File: src/rtl/pfd_negedge.sv
module pfd_negedge #(
  parameter int LOCK_N = 8,
  parameter int WCNT_W = 4
) (
  input  logic clk,
  input  logic rst_n,
  input  logic osc_div,
  input  logic ref_div,
  input  logic pump_off,
  input  logic cur_hi,
  input  logic amp_disc,
  output logic up,
  output logic dn,
  output logic pump_oe,
  output logic pump_hi,
  output logic amp_en,
  output logic locked
);
  localparam int CW = $clog2(LOCK_N + 1);

  logic osc_q, ref_q, up_f, dn_f;
  logic [WCNT_W-1:0] wcnt;
  logic [CW-1:0] good;

  wire fall_osc = osc_q & ~osc_div;
  wire fall_ref = ref_q & ~ref_div;
  wire both     = up_f & dn_f;

  always_ff @(posedge clk) begin
    if (!rst_n) begin
      osc_q <= 1'b0;
      ref_q <= 1'b0;
      up_f  <= 1'b0;
      dn_f  <= 1'b0;
      wcnt  <= '0;
      good  <= '0;
    end else begin
      osc_q <= osc_div;
      ref_q <= ref_div;
      if (both) begin
        up_f <= 1'b0;
        dn_f <= 1'b0;
        wcnt <= '0;
        if (wcnt <= WCNT_W'(1)) begin
          if (good != CW'(LOCK_N)) good <= good + 1'b1;
        end else begin
          good <= '0;
        end
      end else begin
        if (fall_osc) up_f <= 1'b1;
        if (fall_ref) dn_f <= 1'b1;
        if ((up_f ^ dn_f) && (wcnt != '1)) wcnt <= wcnt + 1'b1;
      end
    end
  end

  assign up      = up_f & ~dn_f & ~pump_off;
  assign dn      = dn_f & ~up_f & ~pump_off;
  assign pump_oe = up | dn;
  assign pump_hi = cur_hi & pump_oe;
  assign amp_en  = ~amp_disc;
  assign locked  = (good == CW'(LOCK_N));

  assert_flags_clear_R4: assert property (@(posedge clk) disable iff (!rst_n)
    both |=> (!up_f && !dn_f));

  assert_up_starts_R2: assert property (@(posedge clk) disable iff (!rst_n)
    (fall_osc && !fall_ref && !up_f && !dn_f && !pump_off) |=> up);

  assert_up_holds_R2: assert property (@(posedge clk) disable iff (!rst_n)
    (up_f && !dn_f && !fall_ref) |=> up_f);

  assert_lock_on_compare_R9: assert property (@(posedge clk) disable iff (!rst_n)
    $rose(locked) |-> $past(both));
endmodule

File: config.mk
export PLATFORM = sky130hd
export DESIGN_NAME = pfd_negedge
export DESIGN_NICKNAME = d
export VERILOG_FILES = /design/src/rtl/pfd_negedge.sv
export SDC_FILE = /design/constraint.sdc
export NUM_CORES = 1
export LEC_CHECK = 0
export BUFFER_PORTS_ARGS = -buffer_cell sky130_fd_sc_hd__buf_2
export CAP_MARGIN = 40
export CORE_AREA = 2 2 39 41
export DETAILED_ROUTE_END_ITERATION = 10
export DIE_AREA = 0 0 41 43
export PLACE_DENSITY = 0.71
export REMOVE_ABC_BUFFERS = 1
export SYNTH_ARGS = -nofsm -noshare
export SYNTH_HDL_FRONTEND = slang
export SYNTH_SLANG_ARGS = --single-unit
File: constraint.sdc
create_clock -name clk -period 1.82 [get_ports clk]
set_clock_uncertainty 0.2 [all_clocks]
set_input_delay 0.455 -clock clk [delete_from_list [all_inputs] [get_ports clk]]
set_output_delay 0.455 -clock clk [all_outputs]
set_load 0.02 [all_outputs]
==> impl_metrics.tcl <==
set metrics [dict create \
    hold_viol 0 \
    rr_startpoint "dn_f$_SDFFE_PP0P_" \
    yosysTopAreaCell "dfxtp_1" \
    ys_top_cells_by_area "dfxtp_1 38%, ha_1 16%, inv_1 6.5%, a211oi_1 3.5%, nand3b_4 3.1%" \
    crit_fanout 3 \
    wl_per_cell_um 11.95 \
    cp_top_family "simple AND/OR/NAND/NOR gates" \
    cts_made_buffers 3 \
    crit_buf_inv 2 \
    grt_max_degree 8 \
    rows 14 \
    critPathLaunchType "flop" \
    holdCritPathClass "input pin to flop" \
    vias 537 \
    hp-start "osc_div" \
    slowest_delay_ns 0.35 \
    outcome "finished with violations" \
    vias_per_cell 4.972 \
    drive_gt1_frac 0.4130 \
    grt.total_usage 0.1719 \
    fin_crit_sh 1.155 \
    crit_required_ns 1.16 \
    start_util 0.4602 \
    place_congestion 0.7035 \
    coreArea_mm2 0.001384 \
    cts_root_buf "clkbuf_4" \
    grt_pass1_vias 503 \
    clk_pin_slew_ns 0.08 \
    critPathKind "flop to output pin" \
    antenna_found_initial 0 \
    htree_levels 1 \
    yosysSeqAreaShare 0.3772 \
    rrSetupSlack_ns 0.23 \
    synth_top_area_share 0.3772 \
    synthesis.area_um2 636.9 \
    hpwl_um 856.3 \
    cts_tree "done" \
    reg2regPathDepth 5 \
    initialDrtViolationCount 2 \
    clockBufferDepth 2 \
    diodes 0 \
    maxCapViolCount 0 \
    crit_slowest_cell "dfxtp_2" \
    place_ws_ns -0.1511 \
    routed_wl_mm 1.291 \
    clk_latency_ns 0.27 \
    hold_buffers 0 \
    portBuffers 12 \
    rsz0062_at_grt "true" \
    area_growth_pct 33.20 \
    worst_hold_slack_ns 0.1940 \
    final-setup-viol-count 2 \
    powerDensity_mw_per_mm2 669.7 \
    slew-limit-headroom 0.7812 \
    postSynthAreaPerCell_um2 9.098 \
    numClockSinks 12 \
    setup_ws_ns -0.2824 \
    max_freq_ghz 0.4756 \
    violations "setup timing" \
    synth_warnings 0 \
    dr.pass1.iters 4 \
    fp.dieW_um 41 \
    drv_slew 0 \
    final_cell_mix "9 x inv_1, 9 x buf_2, 8 x dfxtp_1" \
    endpoint_kind "output pin" \
    final_nets 108 \
    cp_cell_sequence "inv_2 -> ha_2 -> nor2b_4 -> or2_4 -> and2_4 -> buf_6" \
    holdPathEnd "osc_q$_SDFF_PN0_" \
    dieArea_mm2 0.001763 \
    drt_drc_violations_left 0 \
    period_minus_slack_ns 2.102 \
    r2r-end "good[2]$_SDFFE_PN0P_" \
    ys_ff_latch 12 \
    grt_pass1_wl_mm 2.014 \
    cp_data_arrival_time_ns 1.45 \
    p_leak_nw 0.3652 \
    synthCells 70 \
    vdd_drop_max_mv 0.5718 \
    ios 13 \
    hold_path_depth 2 \
    tightest_slew_ns 0.3267 \
    ant_nets 0 \
    synth_cell_types 26 \
    gr-total-overflow 0 \
    die_h_um 43 \
]
logic make-up after synthesis:
kind of cell	share of synthesized area
simple gates	0.2338
buf+inv	0.07072
flops	0.3772
compound gates	0.1179
fa+ha+maj	0.1572
xor+xnor	0.02751
mux	0.01572
synth_stat cells, drive strengths merged:
cell and instances:
nand2 3, mux2i 1, inv 12, nand4b 1, xnor2 1, nor4bb 1, and2 3, o21ai 2
nand3b 1, ha 8, nand2b 2, a31oi 1, nor2 3, nand3 2, a211oi 4, or3 1
a21oi 3, o31a 1, nand4 1, dfxtp 12, nor3 3, or2 1, xor2 1, nor2b 2
sequential cells by signal, indices dropped and copies added, names as in the netlist:
register	flops
dn_f	1
good	4
osc_q	1
ref_q	1
up_f	1
wcnt	4
metal layers:
| layer | global-route usage | wire [um] | up-vias |
|---|---|---|---|
| met2 | 0.2813 | 756 | 7 |
| met3 | 0.04712 | 43 | 0 |
| met5 | 0 | 0 | - |
| met4 | 0.08000 | 0 | 0 |
| li1 | - | - | 277 |
| met1 | 0.1941 | 492 | 253 |
power by group:
| group | internal [mW] | switching (mW) | total [mW] |
|---|---|---|---|
| sequential | 0.272 | 0.00879 | 0.281 |
| combinational | 0.0396 | 0.0378 | 0.0774 |
| clock | 0.122 | 0.0884 | 0.210 |
worst max-delay path by stage:
| stage | from | endpoint | depth (start not counted) |
|---|---|---|---|
| final | dn_f$_SDFFE_PP0P_ | pump_hi | 6 |
| after global routing | dn_f$_SDFFE_PP0P_ | pump_hi | 6 |
| after CTS | up_f$_SDFFE_PP0P_ | pump_hi | 6 |
| after detailed placement | up_f$_SDFFE_PP0P_ | pump_hi | 6 |
| after global placement | up_f$_SDFFE_PP0P_ | pump_hi | 6 |
| after floorplan | up_f$_SDFFE_PP0P_ | pump_hi | 5 |
area by class of cell:
cell class	count	area, um2
clock buffer	4	36.28
fill	121	535.5
inverter	12	47.55
multi-input combinational	46	379.1
sequential	12	245.2
tap	16	20.02
timing repair buffer	18	120.1
repair_timing:
item	4_1_cts	5_1_grt
setup buffers	4	0
resized for setup	20	1
endpoints found under the setup margin	4	5
pin swaps	3	0
metrics by stage:
stage / setup TNS [ns] / cell area (um2) / utilization / power, mW / cells
after detailed placement: -0.1600 / 732.0 / 0.5289 / 0.3492 / 100
after global routing: -0.6424 / 848.3 / 0.6130 / 0.5985 / 108
after floorplan: -0.1893 / 636.9 / - / 0.3259 / 70
final: -0.4656 / 848.3 / 0.6130 / 0.5681 / 108
after global placement: -0.1110 / 732.0 / 0.5289 / 0.3467 / 100
after CTS: -0.4468 / 845.8 / 0.6112 / 0.5774 / 108
(Power assumes the default switching activity.)
